$ cat config.mk
export PLATFORM = sky130hd
export DESIGN_NAME = ldst_agu
export DESIGN_NICKNAME = d
export VERILOG_FILES = /design/src/rtl/ldst_pkg.sv /design/src/rtl/ldst_ea.sv /design/src/rtl/ldst_store_lane.sv /design/src/rtl/ldst_load_extract.sv /design/src/rtl/ldst_agu.sv
export SDC_FILE = /design/constraint.sdc
export NUM_CORES = 1
export LEC_CHECK = 0
export ABC_CLOCK_PERIOD_IN_PS = 2000
export BUFFER_PORTS_ARGS = -buffer_cell sky130_fd_sc_hd__clkbuf_2
export CORE_ASPECT_RATIO = 0.7
export CORE_MARGIN = 8
export CORE_UTILIZATION = 30
export DETAILED_ROUTE_END_ITERATION = 6
export SYNTH_ARGS = -nofsm -noshare
export SYNTH_HDL_FRONTEND = slang
export SYNTH_SLANG_ARGS = --single-unit
$ cat constraint.sdc
create_clock -name clk -period 2 [get_ports clk]
set_input_delay 0.3 -clock clk [delete_from_list [all_inputs] [get_ports clk]]
set_output_delay 0.3 -clock clk [all_outputs]
set_load 0.02 [all_outputs]
$ cat src/rtl/ldst_pkg.sv
package ldst_pkg;
  typedef enum logic [1:0] {
    SZ_BYTE = 2'b00,
    SZ_HALF = 2'b01,
    SZ_WORD = 2'b10,
    SZ_WRSV = 2'b11
  } acc_size_e;
endpackage

$ cat src/rtl/ldst_ea.sv
module ldst_ea #(
  parameter int XLEN   = 32,
  parameter int DISP_W = 16,
  parameter int RIDX_W = 5
) (
  input  logic              is_store,
  input  logic              update,
  input  logic              indexed,
  input  logic [RIDX_W-1:0] ra_idx,
  input  logic [RIDX_W-1:0] rd_idx,
  input  logic [XLEN-1:0]   ra_val,
  input  logic [XLEN-1:0]   rb_val,
  input  logic [DISP_W-1:0] disp,
  output logic [XLEN-1:0]   ea,
  output logic              wb_en,
  output logic              bad
);
  localparam int EXT_W = XLEN - DISP_W;

  logic [XLEN-1:0] base;
  logic [XLEN-1:0] offs;
  logic            ra_zero;
  logic            ra_is_rd;

  // base of zero when register 0 is named
  assign ra_zero  = (ra_idx == '0);
  assign ra_is_rd = (ra_idx == rd_idx);
  assign base     = ra_zero ? '0 : ra_val;
  assign offs     = indexed ? rb_val : {{EXT_W{disp[DISP_W-1]}}, disp};
  assign ea       = base + offs;

  // loads may not update register 0 or their own destination; stores only avoid 0
  assign wb_en = update && !ra_zero && (is_store || !ra_is_rd);
  assign bad   = update && !is_store && (ra_zero || ra_is_rd);
endmodule

$ cat src/rtl/ldst_store_lane.sv
module ldst_store_lane
  import ldst_pkg::*;
#(
  parameter int XLEN = 32,
  localparam int NB    = XLEN / 8,
  localparam int OFF_W = $clog2(NB)
) (
  input  acc_size_e         size,
  input  logic [OFF_W-1:0]  off,
  input  logic [XLEN-1:0]   sdata,
  output logic [NB-1:0]     be,
  output logic [XLEN-1:0]   wdata
);
  always_comb begin
    int boff;
    int hoff;
    boff  = int'(off);
    hoff  = boff >> 1;
    be    = '0;
    wdata = sdata;
    unique case (size)
      SZ_BYTE: begin
        wdata = {NB{sdata[7:0]}};
        for (int i = 0; i < NB; i++)
          if (i == NB - 1 - boff) be[i] = 1'b1;
      end
      SZ_HALF: begin
        wdata = {(NB/2){sdata[15:0]}};
        for (int i = 0; i < NB; i++)
          if ((i == NB - 1 - 2*hoff) || (i == NB - 2 - 2*hoff)) be[i] = 1'b1;
      end
      default: begin
        be    = '1;
        wdata = sdata;
      end
    endcase
  end
endmodule

$ cat src/rtl/ldst_load_extract.sv
module ldst_load_extract
  import ldst_pkg::*;
#(
  parameter int XLEN = 32,
  localparam int NB    = XLEN / 8,
  localparam int OFF_W = $clog2(NB)
) (
  input  acc_size_e         size,
  input  logic              sign,
  input  logic [OFF_W-1:0]  off,
  input  logic [XLEN-1:0]   rdata,
  output logic [XLEN-1:0]   data
);
  logic [7:0]  sel_b;
  logic [15:0] sel_h;

  always_comb begin
    int boff;
    int hoff;
    boff  = int'(off);
    hoff  = boff >> 1;
    sel_b = '0;
    sel_h = '0;
    for (int i = 0; i < NB; i++)
      if (i == NB - 1 - boff) sel_b = rdata[i*8 +: 8];
    for (int h = 0; h < NB/2; h++)
      if (h == NB/2 - 1 - hoff) sel_h = rdata[h*16 +: 16];
  end

  always_comb begin
    unique case (size)
      SZ_BYTE: data = {{(XLEN-8){1'b0}}, sel_b};
      SZ_HALF: data = {{(XLEN-16){sign & sel_h[15]}}, sel_h};
      default: data = rdata;
    endcase
  end
endmodule

$ cat src/rtl/ldst_agu.sv
module ldst_agu
  import ldst_pkg::*;
#(
  parameter int XLEN   = 32,
  parameter int DISP_W = 16,
  parameter int RIDX_W = 5,
  localparam int NB    = XLEN / 8,
  localparam int OFF_W = $clog2(NB)
) (
  input  logic              clk,
  input  logic              rst_n,
  input  logic              req_valid,
  output logic              req_ready,
  input  logic              req_store,
  input  logic [1:0]        req_size,
  input  logic              req_signed,
  input  logic              req_update,
  input  logic              req_indexed,
  input  logic [RIDX_W-1:0] req_ra_idx,
  input  logic [RIDX_W-1:0] req_rd_idx,
  input  logic [XLEN-1:0]   req_ra_val,
  input  logic [XLEN-1:0]   req_rb_val,
  input  logic [DISP_W-1:0] req_disp,
  input  logic [XLEN-1:0]   req_sdata,
  output logic              mem_en,
  output logic              mem_we,
  output logic [XLEN-1:0]   mem_addr,
  output logic [NB-1:0]     mem_be,
  output logic [XLEN-1:0]   mem_wdata,
  input  logic [XLEN-1:0]   mem_rdata,
  output logic              ld_valid,
  output logic [RIDX_W-1:0] ld_idx,
  output logic [XLEN-1:0]   ld_data,
  output logic              wb_valid,
  output logic [RIDX_W-1:0] wb_idx,
  output logic [XLEN-1:0]   wb_data,
  output logic              bad_form
);
  acc_size_e       c_size;
  logic [XLEN-1:0] c_ea;
  logic            c_wb_en;
  logic            c_bad;
  logic [NB-1:0]   c_be;
  logic [XLEN-1:0] c_wdata;
  logic            fire;

  assign req_ready = 1'b1;
  assign fire      = req_valid && req_ready;
  assign c_size    = acc_size_e'(req_size);

  ldst_ea #(.XLEN(XLEN), .DISP_W(DISP_W), .RIDX_W(RIDX_W)) u_ea (
    .is_store (req_store),
    .update   (req_update),
    .indexed  (req_indexed),
    .ra_idx   (req_ra_idx),
    .rd_idx   (req_rd_idx),
    .ra_val   (req_ra_val),
    .rb_val   (req_rb_val),
    .disp     (req_disp),
    .ea       (c_ea),
    .wb_en    (c_wb_en),
    .bad      (c_bad)
  );

  ldst_store_lane #(.XLEN(XLEN)) u_lane (
    .size  (c_size),
    .off   (c_ea[OFF_W-1:0]),
    .sdata (req_sdata),
    .be    (c_be),
    .wdata (c_wdata)
  );

  // stage 1: memory access and base write-back
  logic              s1_valid;
  logic              s1_store;
  logic [XLEN-1:0]   s1_ea;
  logic [NB-1:0]     s1_be;
  logic [XLEN-1:0]   s1_wdata;
  acc_size_e         s1_size;
  logic              s1_sign;
  logic [RIDX_W-1:0] s1_ra;
  logic [RIDX_W-1:0] s1_rd;
  logic              s1_wb_en;
  logic              s1_bad;

  always_ff @(posedge clk or negedge rst_n) begin
    if (!rst_n) begin
      s1_valid <= 1'b0;
      s1_store <= 1'b0;
      s1_ea    <= '0;
      s1_be    <= '0;
      s1_wdata <= '0;
      s1_size  <= SZ_BYTE;
      s1_sign  <= 1'b0;
      s1_ra    <= '0;
      s1_rd    <= '0;
      s1_wb_en <= 1'b0;
      s1_bad   <= 1'b0;
    end else begin
      s1_valid <= fire;
      s1_store <= req_store;
      s1_ea    <= c_ea;
      s1_be    <= c_be;
      s1_wdata <= c_wdata;
      s1_size  <= c_size;
      s1_sign  <= req_signed;
      s1_ra    <= req_ra_idx;
      s1_rd    <= req_rd_idx;
      s1_wb_en <= fire && c_wb_en;
      s1_bad   <= fire && c_bad;
    end
  end

  assign mem_en    = s1_valid;
  assign mem_we    = s1_valid && s1_store;
  assign mem_addr  = {s1_ea[XLEN-1:OFF_W], {OFF_W{1'b0}}};
  assign mem_be    = s1_be;
  assign mem_wdata = s1_wdata;
  assign wb_valid  = s1_wb_en;
  assign wb_idx    = s1_ra;
  assign wb_data   = s1_ea;
  assign bad_form  = s1_bad;

  // stage 2: load data returns from memory
  logic              s2_valid;
  acc_size_e         s2_size;
  logic              s2_sign;
  logic [OFF_W-1:0]  s2_off;
  logic [RIDX_W-1:0] s2_rd;

  always_ff @(posedge clk or negedge rst_n) begin
    if (!rst_n) begin
      s2_valid <= 1'b0;
      s2_size  <= SZ_BYTE;
      s2_sign  <= 1'b0;
      s2_off   <= '0;
      s2_rd    <= '0;
    end else begin
      s2_valid <= s1_valid && !s1_store;
      s2_size  <= s1_size;
      s2_sign  <= s1_sign;
      s2_off   <= s1_ea[OFF_W-1:0];
      s2_rd    <= s1_rd;
    end
  end

  ldst_load_extract #(.XLEN(XLEN)) u_ext (
    .size  (s2_size),
    .sign  (s2_sign),
    .off   (s2_off),
    .rdata (mem_rdata),
    .data  (ld_data)
  );

  assign ld_valid = s2_valid;
  assign ld_idx   = s2_rd;

  // a store reaches the memory port one edge after acceptance
  p_store_one_edge_r4: assert property (@(posedge clk) disable iff (!rst_n)
    (fire && req_store) |=> (mem_en && mem_we));

  // a load result follows two edges after acceptance
  p_load_latency_r9: assert property (@(posedge clk) disable iff (!rst_n)
    (fire && !req_store) |=> ##1 ld_valid);

  // register 0 is never the write-back target
  p_wb_not_zero_r10: assert property (@(posedge clk) disable iff (!rst_n)
    wb_valid |-> (wb_idx != '0));

  // an invalid form blocks write-back but keeps the read
  p_bad_no_wb_r12: assert property (@(posedge clk) disable iff (!rst_n)
    bad_form |-> (!wb_valid && mem_en && !mem_we));

  // a byte access uses exactly one lane
  p_byte_one_lane_r5: assert property (@(posedge clk) disable iff (!rst_n)
    (mem_en && s1_size == SZ_BYTE) |-> ($countones(mem_be) == 1));
endmodule

# Word level (Yosys, flattened, before mapping)

Cells that the tools add are included.

Muxes and demuxes: 19
Add/sub/neg operators: 6
Reductions and logical operators: 26
Bitwise gates (word level): 1
Equality and inequality tests: 16

Operators by type and width:

| kind                                                                  | count |
|---|---|
| 3-bit by 32-bit equality test with 1-bit output, first input constant | 8 |
| 2-bit by 32-bit equality test with 1-bit output, first input constant | 5 |
| 32-bit zero test                                                      | 5 |
| 32-bit one-hot mux with 2 select lines                                | 2 |
| 32-bit two-way mux                                                    | 2 |
| 32-bit adder                                                          | 1 |
| 16-bit two-way mux                                                    | 2 |
| 8-bit two-way mux                                                     | 4 |
| 2-bit by 2-bit subtractor with 3-bit output, first input constant     | 4 |
| 1-bit logical AND                                                     | 8 |
| 1-bit two-way mux                                                     | 8 |
| 4-bit one-hot mux with 2 select lines                                 | 1 |
| 1-bit logical OR                                                      | 6 |
| 5-bit equality test                                                   | 1 |
| 5-bit zero test                                                       | 1 |
| 2-bit by 1-bit equality test with 1-bit output, second input constant | 2 |
| 1-bit zero test                                                       | 4 |
| 2-bit zero test                                                       | 2 |
| 1-bit by 1-bit subtractor with 2-bit output, first input constant     | 1 |
| 1-bit AND                                                             | 1 |

Output and inout port bits: 148
Bits of input ports: 163
Flip-flop bits (word level): 96
Word-level logic and storage cells: 84

# Logic depth before layout (Yosys ltp)

Gate-level depths: netlist of the first run.

Depth after elaboration: 8
Depth in mapped cells: 14

# Cells and area by module

Synthesis of the first run repeated with hierarchy kept, for this count alone.

Cell total of the unflattened synthesis: 617
Area total of the unflattened synthesis: 6190.9 µm²

By module, submodules not included:

| module            | cells each | sequential area each (µm²) | times used | area each (µm²) |
|---|---|---|---|---|
| ldst_agu          | 135        | 2402.3                     | 1          | 2686.3 |
| ldst_ea           | 333        | 0.0                        | 1          | 2402.3 |
| ldst_load_extract | 89         | 0.0                        | 1          | 578.1 |
| ldst_store_lane   | 60         | 0.0                        | 1          | 524.3 |

# Worst setup path before layout of the first run

No wires, ideal clock.

Path kind: in2reg
Start point: input req_indexed
End point: register s1_ea[26] (netlist: wb_data[26])
Setup time: 0.080 ns
Setup slack: -0.881 ns
Arrival time: 2.801 ns
Stages on the path: 11
Cell sequence: clkbuf_1 > clkbuf_1 > mux2_2 > ha_1 > a21o_1 > a211oi_2 > o21bai_2 > a32o_1 > o2bb2ai_2 > a41oi_2 > xnor2_1

Word-level cells in the longest chain between the ends: 2

RTL lines:

| element                | RTL line        | RTL |
|---|---|---|
| start: declaration     | ldst_agu.sv:18  | `input logic req_indexed,` |
| 32-bit two-way mux     | ldst_ea.sv:29   | `assign offs = indexed ? rb_val : {{EXT_W{disp[DISP_W-1]}}, disp};` |
| 32-bit adder           | ldst_ea.sv:30   | `assign ea = base + offs;` |
| named net c_ea[26]     | ldst_agu.sv:40  | `logic [XLEN-1:0] c_ea;` |
| end signal: assignment | ldst_agu.sv:90  | `s1_ea <= '0;` |
| end signal: assignment | ldst_agu.sv:102 | `s1_ea <= c_ea;` |
| end: declaration       | ldst_agu.sv:76  | `logic [XLEN-1:0] s1_ea;` |

The timed path passes the listed nets, and every way through them passes these cells.

# Worst setup path after layout of the first run

Start point: input req_ra_idx[1]
End point: register s1_ea[21] (netlist: wb_data[21])

Word-level cells in the longest chain between the ends: 3

RTL lines:

| element            | RTL line       | RTL |
|---|---|---|
| start: declaration | ldst_agu.sv:19 | `input logic [RIDX_W-1:0] req_ra_idx,` |
| 5-bit zero test    | ldst_ea.sv:26  | `assign ra_zero = (ra_idx == '0);` |
| 32-bit two-way mux | ldst_ea.sv:28  | `assign base = ra_zero ? '0 : ra_val;` |
| 32-bit adder       | ldst_ea.sv:30  |  |
| named net c_ea[21] | ldst_agu.sv:40 |  |

The timed path passes the listed nets, and every way through them passes these cells.

==> impl_metrics.env, run 1 <==
export IMPL_clkSinkCount=96
export IMPL_dp_hpwl_um=18240
export IMPL_numCtsBuffers=9
export IMPL_p_leak_nw=5.018
export IMPL_hold_viol=0
export IMPL_cts_max_level=3
export IMPL_synth_seq_area_share_pct=39.28
export IMPL_hold_path_class="input pin to flip-flop"
export IMPL_routedWlPerCell_um=17.63
export IMPL_rsz0062_at_grt="true"
export IMPL_crit_type="input pin to flip-flop"
export IMPL_fin_util_pct=50.09
export IMPL_drcViolationCount=0
export IMPL_io_pins=311
export IMPL_setup_slack_ns=-0.3307
export IMPL_synth_area_leaders="dfrtp_1 39%, ha_1 6.3%, mux2_2 5.7%, nand2_1 5.0%, buf_4 4.1%"
export IMPL_max_cap_violations=0
export IMPL_layout_nets=1199
export IMPL_cp_data_arrival_time_ns=2.59
export IMPL_ir_drop_mv=0.3999
export IMPL_n_fill_cell=1839
export IMPL_outcome="finished, violations left"
export IMPL_rows=43
export IMPL_yosys_warnings=0
export IMPL_grt_max_degree=52
export IMPL_fin_area_mm2=0.009972
export IMPL_gp_congestion=0.9016
export IMPL_syn_area_mm2=0.006116
export IMPL_clockBufferDepth=2
export IMPL_die_x_um=186.7
export IMPL_synth_top_area_share_pct=39.28
export IMPL_grt_antenna_before_repair=0
export IMPL_start_kind="input pin"
export IMPL_postRouteWirelength_um=22540
export IMPL_avgSynthCellArea_um2=9.977
export IMPL_cp_data_required_time_ns=2.26
export IMPL_synth_edf_count=0
export IMPL_syn_inst=613
export IMPL_syn2layout_area_growth_pct=63.05
export IMPL_die_h_um=135.5
export IMPL_grt_pass1_vias=6330
export IMPL_detail_route_antenna_nets=0
export IMPL_max_clock_freq_mhz=429.1
export IMPL_viasPerCell=4.688
export IMPL_end_kind="flip-flop"
export IMPL_synthFlopType="dfrtp_1"
export IMPL_diodes=0
export IMPL_finalSetupViolCount=36
export IMPL_root_buffer="clkbuf_16"
export IMPL_yosys_register_bits=96
export IMPL_coreArea_mm2=0.01991
export IMPL_port_buffers=307
export IMPL_vias=5996
export IMPL_synthTopCellsByCount="96 x dfrtp_1, 81 x nand2_1, 33 x and2_1, 33 x buf_4"
export IMPL_ys_async_sr_fraction_pct=100.0
export IMPL_final_max_slew_viol_count=0
export IMPL_drive_gt1_share_pct=58.57
export IMPL_violations="setup timing"
export IMPL_initial_utilization_pct=30.72
export IMPL_cellPowerDensity_mw_per_mm2=770.9
export IMPL_drtPass1Iterations=4
export IMPL_clock_skew_ns=0.003445
export IMPL_post_synth_top_count_cell="dfrtp_1"
export IMPL_holdWs_ns=0.05866
export IMPL_path_clk_slew_ns=0.07
export IMPL_cts_tree="built"
export IMPL_dieArea_mm2=0.02528
export IMPL_clk_latency_ns=0.35
export IMPL_place_area_mm2=0.008881
export IMPL_grt_ovfl_total=0
export IMPL_grt_total_usage_pct=17.15
export IMPL_crit_path_max_fanout=23
export IMPL_grt_pass1_wl_um=34890
export IMPL_period_share_pct=116.5
export IMPL_drtIter0Drc=283
export IMPL_synth_distinct_cells=57
export IMPL_period_needed_ns=2.331
export IMPL_synth_top_area_cell="dfrtp_1"
-- registers in the layout, indices dropped and copies added (netlist names) --
| register | flops |
|---|---|
| s2_size | 2 |
| mem_be | 4 |
| s1_sign | 1 |
| ld_idx | 5 |
| wb_data | 32 |
| wb_valid | 1 |
| s2_off | 2 |
| s1_store | 1 |
| s1_size | 2 |
| ld_valid | 1 |
| s1_rd | 5 |
| mem_en | 1 |
| s2_sign | 1 |
| mem_wdata | 32 |
| wb_idx | 5 |
| bad_form | 1 |
-- cells by family (layout without fill, tap and decap cells) --
logic type | count (synthesis) | count (layout) | share of synthesized area (%)
flops | 96 | 96 | 39.28
mux | 49 | 49 | 10.29
other cells | 2 | 3 | 0.1228
simple gates | 171 | 171 | 13.48
compound gates | 160 | 160 | 18.90
buf+inv | 70 | 465 | 6.526
fa+ha+maj | 32 | 32 | 6.669
xor+xnor | 33 | 33 | 4.726
-- worst max-delay path, stage by stage --
cell and delay (ns):
buf_8 0.10, nor3_4 0.20, nand2_4 0.11, buf_12 0.16, and2_1 0.18, ha_4 0.28
buf_4 0.14, and4_4 0.22, o21ai_4 0.08, buf_12 0.14, a21oi_4 0.21, nor2_4 0.05
o21bai_1 0.18, xor2_1 0.22
-- path summary, 6_finish.rpt --
path	start	to	slack [ns]	cells past startpoint
worst min-delay path	req_signed	s1_sign	0.06	1
worst max register to register	mem_en	ld_valid	1.35	1
worst max-delay path	req_ra_idx[1]	wb_data[21]	-0.33	14
min in group asynchronous	rst_n	s2_size[1]	0.45	2
max in group asynchronous	rst_n	wb_data[23]	0.92	3
worst min register to register	s1_rd[3]	ld_idx[3]	0.35	0
-- routing by layer --
metal / routed length, um / global-route usage, % / vias up
met5: 0 / 0 / -
met2: 10930 / 28.76 / 205
met4: 336 / 4.925 / 0
li1: - / - / 2931
met3: 1482 / 5.093 / 18
met1: 9793 / 21.26 / 2842
-- layout by cell type, fill, tap and decap left out, types with 9 or more instances in the layout --
cell type  instances
o21ai_0           17
buf_6             21
clkbuf_2         271
ha_1              12
dfrtp_1           95
clkbuf_8          16
and2_1            28
mux2_2            26
mux2i_1            9
a21oi_1           16
nand2_1           76
a21o_1            28
nor2_1            12
buf_4            120
xnor2_1           21
ha_4              19
clkbuf_16          9
a22o_1            24
-- timing repair --
item,in CTS,in global routing
cloned,3,0
hold buffers,1,0
endpoints found under the setup margin,56,56
endpoints found under the hold margin,31,0
resized for setup,91,74
buffers inserted,11,4
pin swaps,40,29
-- metrics by stage --
step           setup slack (ns)  TNS [ns]  total power, W  std cells
2_1_floorplan           -0.4996    -6.575        0.004486        614
3_3_place_gp            -0.7679    -17.09        0.005621       1247
3_5_place_dp            -0.8505    -16.98        0.005626       1247
4_1_cts                 -0.3957    -6.355        0.007620       1277
5_1_grt                 -0.4070    -9.419        0.008094       1279
6_report                -0.3307    -5.686        0.007687       1279
-- layout make-up --
class	count	area [um^2]	area share, %
Multi-Input combinational cell	448	3980	39.91
Tap cell	270	337.8	3.388
Inverter	9	33.78	0.3388
Sequential cell	96	2404	24.10
Clock buffer	10	229.0	2.296
Timing Repair Buffer	440	2937	29.45
Clock inverter	6	51.30	0.5144
-- report_power, final --
group | internal, W | switching [W] | leakage, nW
Combinational | 0.00168 | 0.00197 | 3.77
Clock | 0.000860 | 0.000802 | 0.127
Sequential | 0.00221 | 0.000170 | 1.12
Total | 0.00475 | 0.00294 | 5.02
Note: power is estimated with default switching activity, not from simulation.
==> run 2: changes to the inputs <==
- ABC_AREA: not set -> 1
- ABC_CLOCK_PERIOD_IN_PS: 2000 -> 2400
- REMOVE_ABC_BUFFERS: not set -> 1
- clock period: 2 -> 2.4 ns (I/O delays scaled with it)
==> run 2 against run 1 <==
Effect of this change: the flow now finishes without violations; register-to-register slack improved by 0.46 ns; clock skew shrank 0.00077 ns; cell count up 28%; final area shrank 9.3%; sequential share of layout area up 2.5 points; wire length up 6.5%; critical endpoint is now ld_data[0].
==> impl_metrics.env, run 2 <==
export IMPL_crit_path_max_fanout=14
export IMPL_rsz0062_at_grt="false"
export IMPL_drive_gt1_share_pct=29.10
export IMPL_drcViolationCount=0
export IMPL_whs_path_depth=1
export IMPL_period_needed_ns=2.246
export IMPL_coreArea_mm2=0.02179
export IMPL_start_kind="flip-flop"
export IMPL_r2r_worst_path_cells=2
export IMPL_holdWs_ns=0.1141
export IMPL_grt_max_degree=60
export IMPL_tightest_slew_ns=0.5885
export IMPL_yosys_warnings=0
export IMPL_cp_data_required_time_ns=2.04
export IMPL_hold_viol=0
export IMPL_io_pins=311
export IMPL_gp_congestion=0.8744
export IMPL_hold_path_class="input pin to flip-flop"
export IMPL_numCtsBuffers=9
export IMPL_cts_tree="built"
export IMPL_grt_pass1_wl_um=38040
export IMPL_syn_inst=1030
export IMPL_clockBufferDepth=2
export IMPL_setup_slack_ns=0.1543
export IMPL_grt_antenna_before_repair=1
export IMPL_synthAdderAreaFrac_pct=6.079
export IMPL_drtPass1Iterations=5
export IMPL_max_clock_freq_mhz=445.3
export IMPL_syn_area_mm2=0.006710
export IMPL_synth_edf_count=0
export IMPL_synth_top_area_cell="dfrtp_1"
export IMPL_cts_max_level=3
export IMPL_max_cap_violations=0
export IMPL_pre_cts_ws_ns=-0.09353
export IMPL_path_clk_slew_ns=0.07
export IMPL_slew_headroom_pct=60.62
export IMPL_ys_async_sr_fraction_pct=100.0
export IMPL_synth_seq_area_share_pct=35.80
export IMPL_period_share_pct=93.57
export IMPL_final_max_slew_viol_count=0
export IMPL_yosys_area_share_simple_pct=32.85
export IMPL_syn2layout_area_growth_pct=34.78
export IMPL_die_h_um=141.1
export IMPL_grt_pass1_vias=6952
export IMPL_dieArea_mm2=0.02749
export IMPL_end_kind="output pin"
export IMPL_layout_nets=1544
export IMPL_p_leak_nw=5.767
export IMPL_routedWlPerCell_um=14.67
export IMPL_dp_hpwl_um=20730
export IMPL_root_buffer="clkbuf_16"
export IMPL_rows=45
export IMPL_synth_top_area_share_pct=35.80
export IMPL_outcome="completed"
export IMPL_postRouteWirelength_um=24020
export IMPL_synth_top_family_by_area="simple AND/OR/NAND/NOR gates"
export IMPL_synth_area_leaders="dfrtp_1 36%, nand2_1 25%, inv_1 10%, ha_1 5.8%, buf_4 3.7%"
export IMPL_ir_drop_mv=0.3353
export IMPL_final_common_cell="nand2_1"
export IMPL_drtIter0Drc=333
export IMPL_port_buffers=307
export IMPL_cp_data_arrival_time_ns=1.89
export IMPL_clk_latency_ns=0.35
export IMPL_synth_distinct_cells=32
export IMPL_grt_total_usage_pct=17.19
export IMPL_cellPowerDensity_mw_per_mm2=637.4
export IMPL_initial_utilization_pct=30.80
export IMPL_final_cell_mix="448 x nand2_1, 306 x clkbuf_2, 181 x inv_1"
export IMPL_synth_mux_area_share_pct=0
export IMPL_synthTopCellsByCount="448 x nand2_1, 181 x inv_1, 96 x dfrtp_1"
export IMPL_viasPerCell=4.298
export IMPL_clkSinkCount=96
export IMPL_avgSynthCellArea_um2=6.515
export IMPL_grt_ovfl_total=0
export IMPL_synth_compound_area_share_pct=7.067
export IMPL_die_x_um=194.8
export IMPL_clock_skew_ns=0.002672
export IMPL_post_synth_top_count_cell="nand2_1"
export IMPL_vias=7036
export IMPL_finalSetupViolCount=0
export IMPL_detail_route_antenna_nets=0
export IMPL_yosys_register_bits=96
export IMPL_crit_type="flip-flop to output pin"
export IMPL_synth_xor_xnor_area_share_pct=2.610
export IMPL_synthFlopType="dfrtp_1"
run 2: changes by cell type after synthesis, moves of 9 or more:
| cell | before | now |
|---|---|---|
| a21o_1 | 28 | 1 |
| a22o_1 | 24 | 1 |
| and2_1 | 33 | 0 |
| clkbuf_1 | 22 | 13 |
| inv_1 | 9 | 181 |
| mux2_2 | 31 | 0 |
| mux2i_1 | 10 | 0 |
| nand2_1 | 81 | 448 |
| nand3_1 | 5 | 40 |
| nor2_1 | 18 | 47 |
| o211ai_1 | 2 | 12 |
| xnor2_1 | 24 | 6 |
run 2: per-stage QoR:
step,utilization (%),cells,cell area [um^2],setup TNS (ns),power [W]
final,41.50,1637,9044,0,0.005764
after global routing,41.50,1637,9044,0,0.006151
after floorplan,-,975,6362,-0.1604,0.003287
after global placement,39.97,1618,8710,-0.4899,0.004343
after CTS,41.46,1635,9034,0,0.005863
after detailed placement,39.97,1618,8710,-0.6833,0.004349
run 2: cell type report:
type / instances / area, um^2
clock inverters: 7 / 83.83
clock buffers: 9 / 225.2
well taps: 282 / 352.8
inverters: 183 / 686.9
fillers: 2388 / 12750
diodes: 1 / 2.502
multi-input cells: 696 / 3278
repair buffers: 363 / 2012
flip-flops and latches: 96 / 2402
run 2: worst max-delay path, cell delays in order (launching register included):
cell	delay [ns]
dfrtp_1	0.54
buf_4	0.25
o21ai_0	0.29
nand2_1	0.09
nand3_1	0.09
o211ai_1	0.09
clkbuf_2	0.18
run 2: final timing paths:
kind,start,endpoint,slack (ns)
min reg2reg,s1_size[0],s2_size[0],0.35
max reg2reg,mem_en,ld_valid,1.81
max,s2_off[1],ld_data[0],0.15
max in group asynchronous,rst_n,wb_data[15],1.39
min in group asynchronous,rst_n,ld_idx[0],0.55
min,req_signed,s1_sign,0.11
run 2: report_power, final:
part | switching (W) | total [W] | leakage [nW] | internal (W)
registers | 0.000148 | 0.00197 | 1.13 | 0.00182
clock network | 0.000724 | 0.00147 | 0.151 | 0.000749
logic | 0.00149 | 0.00232 | 4.48 | 0.000824
total | 0.00237 | 0.00576 | 5.77 | 0.00340
run 2: what timing repair did:
item / CTS / global route
gates resized for setup: 1 / 1
buffers inserted: 0 / 1
pin swaps: 0 / 1
setup endpoints to repair: 8 / 9
gates cloned: 0 / 0
endpoints found under the hold margin: 22 / 0
hold buffers: 1 / 0
run 2: logic make-up after synthesis:
group,Yosys count
other,2
buffers and inverters,239
and+or+nand+nor,558
AOI/OAI and AO/OA,83
DFF,96
xor gates and xnor gates,20
adders and majority gates,32
run 2: per-layer routing:
| metal | wire [um] | global-route usage (%) |
|---|---|---|
| met2 | 10960 | 27.91 |
| met3 | 1600 | 4.256 |
| met1 | 11310 | 23.00 |
| met4 | 155 | 3.341 |
| met5 | 0 | 0 |
